**src/rtl/ftr_pkg.sv**
```systemverilog
package ftr_pkg;

    // Travel direction carried in the packet header
    typedef enum logic {
        PH_UP   = 1'b0,
        PH_DOWN = 1'b1
    } phase_e;

    // Outcome of the per-packet decision
    typedef enum logic [1:0] {
        ACT_UP   = 2'd0,
        ACT_DOWN = 2'd1,
        ACT_DROP = 2'd2
    } act_e;

    // Header flags after the decision
    typedef struct packed {
        phase_e phase;
        logic   escape;
    } flags_t;

    // Bit width for an index over n items, never below one
    function automatic int unsigned idx_width(input int unsigned n);
        return (n > 1) ? $clog2(n) : 1;
    endfunction

endpackage

```
**src/rtl/fr_pick.sv**
```systemverilog
// Cyclic search: first healthy index at or after 'start', wrapping modulo N.
// N must be a power of two so that the index sum wraps naturally.
module fr_pick #(
    parameter int N = 4
) (
    input  logic [N-1:0]                        healthy,
    input  logic [ftr_pkg::idx_width(N)-1:0]    start,
    output logic                                found,
    output logic [ftr_pkg::idx_width(N)-1:0]    idx
);
    localparam int SW = ftr_pkg::idx_width(N);

    logic [2*N-1:0] doubled;
    logic [N-1:0]   rotated;
    logic [SW-1:0]  offset;

    assign doubled = {healthy, healthy} >> start;
    assign rotated = doubled[N-1:0];
    assign found   = |rotated;

    always_comb begin
        offset = '0;
        for (int i = N - 1; i >= 0; i--) begin
            if (rotated[i]) offset = SW'(i);
        end
    end

    assign idx = start + offset;

endmodule

```
**src/rtl/fr_cover.sv**
```systemverilog
// Subtree membership: a switch at tier t covers a destination whose digits
// above t match its prefix; the top tier covers every destination.
module fr_cover #(
    parameter int K       = 4,
    parameter int N_TIERS = 3
) (
    input  logic [N_TIERS*ftr_pkg::idx_width(K)-1:0] dst,
    input  logic [N_TIERS*ftr_pkg::idx_width(K)-1:0] prefix,
    input  logic [ftr_pkg::idx_width(N_TIERS)-1:0]   tier,
    output logic                                     covers
);
    localparam int DW = ftr_pkg::idx_width(K);

    logic [N_TIERS-1:0] digit_eq;

    for (genvar j = 0; j < N_TIERS; j++) begin : g_digit
        assign digit_eq[j] = (dst[j*DW +: DW] == prefix[j*DW +: DW]);
    end

    always_comb begin
        covers = 1'b1;
        for (int j = 0; j < N_TIERS; j++) begin
            if (j > int'(tier) && !digit_eq[j]) covers = 1'b0;
        end
    end

endmodule

```
**src/rtl/fr_decide.sv**
```systemverilog
// Combinational port choice with local escape rules.
module fr_decide
    import ftr_pkg::*;
#(
    parameter int K       = 4,
    parameter int N_TIERS = 3
) (
    input  logic [N_TIERS*idx_width(K)-1:0] dst,
    input  logic [N_TIERS*idx_width(K)-1:0] prefix,
    input  logic [idx_width(N_TIERS)-1:0]   tier,
    input  phase_e                          phase_in,
    input  logic                            esc_in,
    input  logic [2*K-1:0]                  fault_mask,
    output act_e                            act,
    output logic [idx_width(2*K)-1:0]       port,
    output flags_t                          flags
);
    localparam int DW  = idx_width(K);
    localparam int TW  = idx_width(N_TIERS);
    localparam int PW  = idx_width(2 * K);
    localparam int TOP = N_TIERS - 1;

    logic [DW-1:0] dig;
    logic          is_top, is_leaf, covers;
    logic [K-1:0]  dn_healthy, up_healthy;
    logic          dn_found, up_found;
    logic [DW-1:0] dn_idx, up_idx;

    assign dig        = dst[int'(tier)*DW +: DW];
    assign is_top     = (tier == TW'(TOP));
    assign is_leaf    = (tier == '0);
    assign dn_healthy = ~fault_mask[K-1:0];
    // the top tier has no parents: its upward mask bits are meaningless
    assign up_healthy = ~fault_mask[2*K-1:K] & {K{~is_top}};

    fr_cover #(.K(K), .N_TIERS(N_TIERS)) i_cover (
        .dst    (dst),
        .prefix (prefix),
        .tier   (tier),
        .covers (covers)
    );

    fr_pick #(.N(K)) i_pick_dn (
        .healthy (dn_healthy),
        .start   (dig),
        .found   (dn_found),
        .idx     (dn_idx)
    );

    fr_pick #(.N(K)) i_pick_up (
        .healthy (up_healthy),
        .start   (dig),
        .found   (up_found),
        .idx     (up_idx)
    );

    logic esc_next;

    always_comb begin
        act      = ACT_DROP;
        esc_next = esc_in;
        if (covers) begin
            if (dn_healthy[dig]) begin
                act      = ACT_DOWN;          // turning down on the direct path
                esc_next = 1'b0;
            end else if (is_leaf) begin
                act      = ACT_DROP;          // only link to the leaf is dead
            end else if (dn_found) begin
                act      = ACT_DOWN;          // sideways child, will U-turn below
                esc_next = 1'b1;
            end else if (up_found) begin
                act      = ACT_UP;            // retreat upward
                esc_next = 1'b1;
            end
        end else if (phase_in == PH_UP) begin
            if (up_found) begin
                act      = ACT_UP;            // every parent reaches a root
            end else if (dn_found) begin
                act      = ACT_DOWN;          // detour down, U-turn later
                esc_next = 1'b1;
            end
        end else begin
            if (is_leaf) begin
                if (up_found) begin
                    act      = ACT_UP;        // U-turn at leaf level
                    esc_next = 1'b1;
                end
            end else if (dn_found) begin
                act      = ACT_DOWN;          // keep descending on the detour
                esc_next = 1'b1;
            end else if (up_found) begin
                act      = ACT_UP;
                esc_next = 1'b1;
            end
        end
    end

    always_comb begin
        unique case (act)
            ACT_UP: begin
                port         = PW'(K) + PW'(up_idx);
                flags.phase  = PH_UP;
                flags.escape = esc_next;
            end
            ACT_DOWN: begin
                port         = PW'(dn_idx);
                flags.phase  = PH_DOWN;
                flags.escape = esc_next;
            end
            default: begin
                port         = '0;
                flags.phase  = phase_in;
                flags.escape = esc_in;
            end
        endcase
    end

endmodule

```
**src/rtl/ftree_reroute.sv**
```systemverilog
// Fat-tree switch output-port decision with local fault escape, one-cycle latency.
module ftree_reroute
    import ftr_pkg::*;
#(
    parameter int K       = 4,
    parameter int N_TIERS = 3
) (
    input  logic                                  clk,
    input  logic                                  rst,
    input  logic                                  in_valid,
    input  logic [N_TIERS*idx_width(K)-1:0]       in_dst,
    input  logic                                  in_phase,
    input  logic                                  in_escape,
    input  logic [idx_width(N_TIERS)-1:0]         sw_tier,
    input  logic [N_TIERS*idx_width(K)-1:0]       sw_prefix,
    input  logic [2*K-1:0]                        fault_mask,
    output logic                                  out_valid,
    output logic [idx_width(2*K)-1:0]             out_port,
    output logic                                  out_phase,
    output logic                                  out_escape,
    output logic                                  out_drop
);
    localparam int PW = idx_width(2 * K);

    act_e          act;
    logic [PW-1:0] port_c;
    flags_t        flags_c;

    fr_decide #(.K(K), .N_TIERS(N_TIERS)) i_decide (
        .dst        (in_dst),
        .prefix     (sw_prefix),
        .tier       (sw_tier),
        .phase_in   (phase_e'(in_phase)),
        .esc_in     (in_escape),
        .fault_mask (fault_mask),
        .act        (act),
        .port       (port_c),
        .flags      (flags_c)
    );

    always_ff @(posedge clk) begin
        if (rst) begin
            out_valid  <= 1'b0;
            out_port   <= '0;
            out_phase  <= 1'b0;
            out_escape <= 1'b0;
            out_drop   <= 1'b0;
        end else begin
            out_valid  <= in_valid;
            out_port   <= in_valid ? port_c : '0;
            out_phase  <= in_valid & flags_c.phase;
            out_escape <= in_valid & flags_c.escape;
            out_drop   <= in_valid & (act == ACT_DROP);
        end
    end

endmodule

```
**config.mk**
```make
export PLATFORM = sky130hd
export DESIGN_NAME = ftree_reroute
export DESIGN_NICKNAME = d
export VERILOG_FILES = /design/src/rtl/ftr_pkg.sv /design/src/rtl/fr_pick.sv /design/src/rtl/fr_cover.sv /design/src/rtl/fr_decide.sv /design/src/rtl/ftree_reroute.sv
export SDC_FILE = /design/constraint.sdc
export NUM_CORES = 1
export LEC_CHECK = 0
export BUFFER_PORTS_ARGS = -buffer_cell sky130_fd_sc_hd__buf_2
export CAP_MARGIN = 20
export CORE_MARGIN = 2
export CORE_UTILIZATION = 35
export CTS_CLUSTER_SIZE = 20
export DETAILED_ROUTE_END_ITERATION = 8
export GPL_TIMING_DRIVEN = 0
export PLACE_DENSITY = 0.63
export SLEW_MARGIN = 15
export SYNTH_ARGS = -nofsm -noshare
export SYNTH_HDL_FRONTEND = slang
export SYNTH_SLANG_ARGS = --single-unit
```
**constraint.sdc**
```tcl
create_clock -name clk -period 3.1 [get_ports clk]
set_input_delay 0.62 -clock clk [delete_from_list [all_inputs] [get_ports clk]]
set_output_delay 0.62 -clock clk [all_outputs]
set_load 0.005 [all_outputs]
```
[Word level (Yosys, flattened, before mapping)]
Cells that the tools add are included.
W data, S select, Z words.
Storage, ports and cells
  input bits: 27
  flip-flop bits (word level): 7
  output and inout bits: 7
Cells by class
  bitwise operators: 8
  shift operators: 3
  reductions and logical operators: 9
  $lt $le $gt $ge: 3
  muxes and demuxes: 32
  equality and inequality tests: 5
  $add $sub $neg: 3
Operator list (count)
  $mux W2: 17
  $shr A8 B2 Y4: 2
  $mux W1: 12
  $not A4 Y4: 2
  $reduce_or A4 Y1: 2
  $pmux W3 S2: 1
  $shiftx A6 B4 Y2: 1
  $add A2 B2 Y2: 2
  $and A4 B4 Y4: 1
  $eq A2 B2 Y1: 2
  $eq A2 B2 Y1 const B: 2
  $logic_not A2 Y1: 2
  $pmux W2 S2: 1
  $add A3 B2 Y3 const A: 1
  $and A1 B1 Y1: 3
  $lt A2 B3 Y1 const B: 1
  $bmux W1 S2: 1
  $eq A2 B1 Y1 const B: 1
  $gt A1 B2 Y1 const A: 1
  $gt A2 B2 Y1 const A: 1
  $logic_and A1 B1 Y1: 2
  $logic_not A1 Y1: 2
  $not A1 Y1: 2
  $reduce_or A2 Y1: 1

[Longest topological paths before layout]
Gate-level depths: netlist (run 1).
  word-level depth: 13
  mapped depth: 12

[By module]
Synthesis (run 1) repeated with hierarchy kept, for this count alone.
Unflattened totals
  cell total of the unflattened synthesis: 129
  area total of the unflattened synthesis: 1052.3 um2
Modules (own cells, without submodules)
  fr_decide: cells an instance 62, area each 429.2 um2, sequential area each 0.0 um2, instances 1
  fr_pick: cells an instance 23, area each 180.2 um2, sequential area each 0.0 um2, instances 2
  ftree_reroute: cells an instance 14, area each 211.5 um2, sequential area each 140.1 um2, instances 1
  fr_cover: cells an instance 7, area each 51.3 um2, sequential area each 0.0 um2, instances 1

[Least setup slack after synthesis (run 1)]
OpenSTA, ideal clock, no wires.
  path kind: input-to-reg
  from: in sw_tier[1]
  to: reg out_port[1]
  required time: 3028 ps
  cell stages on the path: 10
  arrival time: 2739 ps
  path slack: 290 ps
  library setup time: 72 ps
  cell sequence: buf_2 -> o21ai_2 -> nor2_2 -> o311a_4 -> a311o_1 -> mux2_1 -> ha_1 -> xnor2_1 -> o211ai_1 -> mux2i_1
On the way
  longest elaborated chain between the ends: 12
RTL lines
  start, declared: RTL line ftree_reroute.sv:14  | input logic [idx_width(N_TIERS)-1:0] sw_tier,
  parallel branches: the longest is 11 deep, another holds $add A3 B2 Y3
  $pmux W3 S2 *: RTL line fr_decide.sv:99  | unique case (act)
  end signal, assigned: RTL line ftree_reroute.sv:50  | out_port <= in_valid ? port_c : '0;
  end, declared: RTL line ftree_reroute.sv:18  | output logic [idx_width(2*K)-1:0] out_port,
Mark *: on every way between the ends. The select of a mux whose other input is x is not followed.
A chain may end at the register's enable or synchronous reset.

[Final worst setup path (run 1)]
  from: in sw_tier[0]
  to: reg out_port[1]
Same word-level chain as after synthesis.

==> flow_summary.yaml, run 1 <==
clocking:
  path_clk_slew_ns: 0.05
  clock_sinks: 7
  cts_max_level: 1
  cts_made_buffers: 3
  cts_tree: "built"
  cts_buffer_depth: 2
  root_buffer: "clkbuf_4"
timing:
  slew_viol_final: 0
  relSlewSlack: 0.744
  tightest_slew_ns: 0.381
  period_share: 0.956
  hold_ws_ns: 0.674
  setup_viol: 0
  finalWorstSetupSlack_ns: 0.135
  max_freq_ghz: 0.337
  hold_viol: 0
  period_needed_ns: 2.97
  rsz0062_at_grt: "false"
global_route:
  grt_max_degree: 11
  antenna_found_initial: 0
  gr-total-overflow: 0
  grt_use_total: 0.153
  grt_pass1_vias: 854
  grt_pass1_wl_um: 3370
pwr:
  power_density_mw_per_mm2: 305
  p_leak_nw: 0.491
  irDropWorstVdd_mv: 0.230
  total_power_mw: 0.337
routing:
  ant_nets: 0
  first_pass_iters: 4
  wirelength_um: 2130
  drtIter0Drc: 11
  vias: 942
  wl_per_cell_um: 12.1
  vias_per_cell: 5.38
  drc_errors: 0
synthesis:
  yosys_most_used_dff: "dfxtp_1"
  syn_inst: 112
  async_reset_ff_frac: 0
  synth-edff-count: 0
  yosysTopAreaCell: "dfxtp_1"
  yosysTopAreaCellShare: 0.160
  ys_seq_area_frac: 0.160
  postSynthAreaPerCell_um2: 7.82
  ys_ff_latch: 7
  synth_area_leaders: "dfxtp_1, mux2i_1, nand3b_1, xor2_1, nand2_1"
  synthesis.area_um2: 876
  yosys.cell_types.count: 44
  ys_warn_count: 0
  syn_nets: 140
worst_hold_path:
  hold_class: "primary input to flip-flop"
  hold_start: "in_escape"
die:
  rows: 18
  die-height_um: 54.0
  fp.dieW_um: 54.0
  initial_core_util: 0.360
  fp.coreArea_mm2: 0.00243
  dieArea_mm2: 0.00292
  pin_count: 34
placement:
  port_buffers: 29
  placed_cells: 171
  place_ws_ns: -0.136
  place_congestion: 0.778
  dp.final_hpwl_um: 1750
layout:
  mostFrequentLayoutCell: "buf_2"
  layout.nets: 174
  diodes: 0
  fill_cells: 254
  finalNonFillerCells: 175
  drive_gt1_frac: 0.297
  final_util: 0.454
  area_delta_synth_final_pct: 26.0
  layout_common_cells: "buf_2, nand2_1, nor2_1"
critical_path:
  path_max_fanout: 7
  path_class: "primary input to flip-flop"
  start_kind: "primary input"
  end_kind: "flip-flop"
  critPathLaunch: "sw_tier[0]"
  cp.arrival_ns: 3.14
  crit_required_ns: 3.27
outcome:
  status: "finished clean"
run:
  drv_cap: 0
final timing paths:
kind / to / depth (start not counted) / slack [ns]
setup / recovery: out_port[1] / 11 / 0.13
hold / removal: out_escape / 3 / 0.67
where the power goes:
| part | leakage (nW) | internal (mW) | switching, mW | total, mW |
|---|---|---|---|---|
| sequential | 0.0575 | 0.0964 | 0.00121 | 0.0976 |
| combinational | 0.419 | 0.0722 | 0.0858 | 0.158 |
| clock | 0.0150 | 0.0490 | 0.0322 | 0.0812 |
registers in the layout, indices dropped and copies added, names as in the netlist:
name	flops
out_valid	1
out_drop	1
out_phase	1
out_port	3
out_escape	1
layer usage:
metal  GRT usage  vias to the layer above  part of all wire
met5           0                        -                 0
met4      0.0208                        0            0.0080
met3      0.0417                        2             0.031
met2       0.305                       16              0.53
met1       0.160                      434              0.43
li1            -                      490                 -
critical path, cell delays in order:
cell	delay [ns]
buf_2	0.11
mux2i_2	0.31
o21a_1	0.28
nor2_1	0.08
o311a_4	0.35
a311o_1	0.36
mux2_1	0.35
ha_1	0.23
xnor2_1	0.19
o211ai_1	0.11
mux2i_1	0.16
synthesized netlist by cell type (2+ instances only):
cell and instances:
a211oi_1 2, buf_2 2, xnor2_1 2, o21a_1 4
nand3_1 4, and3_1 2, nor3_1 2, nor2_2 2
nand3b_1 7, nor2_1 9, nand2_1 9, xor2_1 4
mux2i_1 8, o21ai_0 6, dfxtp_1 7, inv_1 3
a21boi_0 2, o22ai_1 2, a21o_1 2, o211ai_1 4
nand2b_1 2, nand4_1 2, a21oi_1 4
kinds of logic (layout without fill, tap and decap cells):
| logic type | Yosys count | in the layout | synth area share |
|---|---|---|---|
| compound gates | 38 | 38 | 0.334 |
| xor+xnor | 6 | 6 | 0.0600 |
| fa+ha+maj | 1 | 1 | 0.0143 |
| buf+inv | 7 | 40 | 0.0414 |
| flops | 7 | 7 | 0.160 |
| mux | 9 | 9 | 0.104 |
| simple gates | 44 | 44 | 0.286 |
through the flow:
step	cell area, um2	TNS, ns
6_report	1100	0
5_1_grt	1100	0
4_1_cts	1080	0
3_5_place_dp	1060	-0.136
3_3_place_gp	1060	-0.0388
2_1_floorplan	876	0
layout make-up:
class / instances / area (um2) / share of cell area
multi-input cells: 98 / 716 / 0.649
repair buffers: 29 / 145 / 0.132
well taps: 30 / 37.5 / 0.0340
inverters: 3 / 11.3 / 0.0102
clock buffers: 4 / 26.3 / 0.0238
flip-flops and latches: 7 / 140 / 0.127
plain buffers: 4 / 27.5 / 0.0249
repair_timing:
item	in CTS	in global routing
endpoints found under the setup margin	0	1
endpoints found under the hold margin	0	0
buffers inserted	0	0
gates resized for setup	0	4
hold buffers	0	0
(Power assumes the default switching activity.)
==> run 2, diff against run 1 <==
CTS_BUF_LIST = sky130_fd_sc_hd__clkbuf_4   (was not set)
==> run 2 against run 1 <==
Power increased by 2.6%. Die area did not move. Clock power up 11%. Clock-buffer cell count is the same. Combinational power barely moved. Non-clock buffer count stayed put. Maximum frequency about the same. Flip-flop and latch count stayed put. Sequential power about the same. Largest power group unchanged. Hold slack hardly changed. Final cell count unchanged. First-iteration DRC count did not move.
==> flow_summary.yaml, run 2 (synthesis gave the netlist of run 1 again) <==
clocking:
  cts_setup_buffers: 0
  cts_tree: "built"
  root_buffer: "clkbuf_4"
  clock_sinks: 7
  cts_buffer_depth: 2
  holdBufCountCts: 0
  path_clk_slew_ns: 0.05
  cts_made_buffers: 3
  cts_max_level: 1
critical_path:
  slowest_delay_ns: 0.36
  path_max_fanout: 7
  critPathLaunch: "sw_tier[0]"
  path_class: "primary input to flip-flop"
  cp.arrival_ns: 3.14
  crit_path_end: "out_port[1]"
  slowest_stage: "a311o_1"
  cp_num_cells: 11
  crit_chain: "buf_2, mux2i_2, o21a_1, nor2_1, o311a_4, a311o_1, mux2_1, ha_1, xnor2_1, o211ai_1, mux2i_1"
  critical_path.top_delay_family: "compound AO/OA/AOI/OAI gates"
  end_kind: "flip-flop"
  critPathBufInv: 1
  crit_required_ns: 3.27
  start_kind: "primary input"
die:
  fp.dieW_um: 54.0
  die-height_um: 54.0
  pin_count: 34
  dieArea_mm2: 0.00292
  initial_core_util: 0.360
  rows: 18
  fp.coreArea_mm2: 0.00243
timing:
  hold_ws_ns: 0.674
  hold_viol: 0
  tightest_slew_ns: 0.381
  period_needed_ns: 2.96
  rsz0062_at_grt: "false"
  setup_viol: 0
  period_share: 0.956
  max_freq_ghz: 0.337
  slew_viol_final: 0
  relSlewSlack: 0.744
worst_hold_path:
  hold_start: "in_escape"
  hold_class: "primary input to flip-flop"
routing:
  ant_nets: 0
  wl_met3_um: 66
  wirelength_um: 2130
  wl_met1_um: 912
  first_pass_iters: 4
  drc_errors: 0
  wl_per_cell_um: 12.1
  top_layer: "met4"
  drtIter0Drc: 11
  vias_per_cell: 5.38
  dr_wl_met2_um: 1130
  vias: 942
layout:
  layout_common_cells: "buf_2, nand2_1, nor2_1"
  largest_register_ffs: 3
  area_delta_synth_final_pct: 26.4
  drive_gt1_frac: 0.303
  regMostFlops: "out_port"
  mostFrequentLayoutCell: "buf_2"
  diodes: 0
  layout.nets: 174
  design_area_mm2: 0.00111
run:
  drv_cap: 0
global_route:
  grt_use_total: 0.153
  grt_pass1_vias: 854
  gr-total-overflow: 0
  grt_pass1_wl_um: 3370
  antenna_found_initial: 0
  grt_max_degree: 11
placement:
  dp.final_hpwl_um: 1750
  placed_area_mm2: 0.00106
  place_congestion: 0.778
  port_buffers: 29
pwr:
  power_density_mw_per_mm2: 312
  irDropWorstVdd_mv: 0.260
  p_leak_nw: 0.494
outcome:
  status: "finished clean"
run 2: timing repair:
item	CTS	global route
setup endpoints to repair	0	1
hold endpoints to repair	0	0
resized for setup	0	4
run 2: where the power goes:
group	leakage (nW)	switching [mW]	total, mW	internal (mW)
Sequential	0.0575	0.00121	0.0976	0.0964
Clock	0.0184	0.0323	0.0900	0.0578
Combinational	0.419	0.0858	0.158	0.0722
Total	0.494	0.119	0.346	0.226
run 2: through the flow:
step           setup slack (ns)  total power [mW]  instances   util  setup TNS [ns]
2_1_floorplan             0.290             0.207        112      -               0
3_3_place_gp            -0.0388             0.249        171  0.435         -0.0388
3_5_place_dp             -0.136             0.253        171  0.435          -0.136
4_1_cts                   0.114             0.346        175  0.448               0
5_1_grt                  0.0122             0.374        175  0.455               0
6_report                  0.135             0.346        175  0.455               0
run 2: routing by layer:
metal | track usage | vias up
met5 | 0 | -
met1 | 0.160 | 433
li1 | - | 491
met3 | 0.0417 | 2
met4 | 0.0208 | 0
met2 | 0.305 | 16
run 2: worst min path at each step:
stage / endpoint / slack (ns) / cells after the start
2_1_floorplan: out_escape / 0.79 / 2
5_1_grt: out_escape / 0.68 / 3
3_5_place_dp: out_escape / 0.94 / 3
3_3_place_gp: out_escape / 0.92 / 3
6_report: out_escape / 0.67 / 3
4_1_cts: out_escape / 0.67 / 3
run 2: layout make-up:
class	count	area, um2
flip-flops and latches	7	140
inverters	3	11.3
fillers	252	1330
multi-input cells	98	716
repair buffers	29	145
well taps	30	37.5
plain buffers	4	27.5
clock buffers	4	30.0
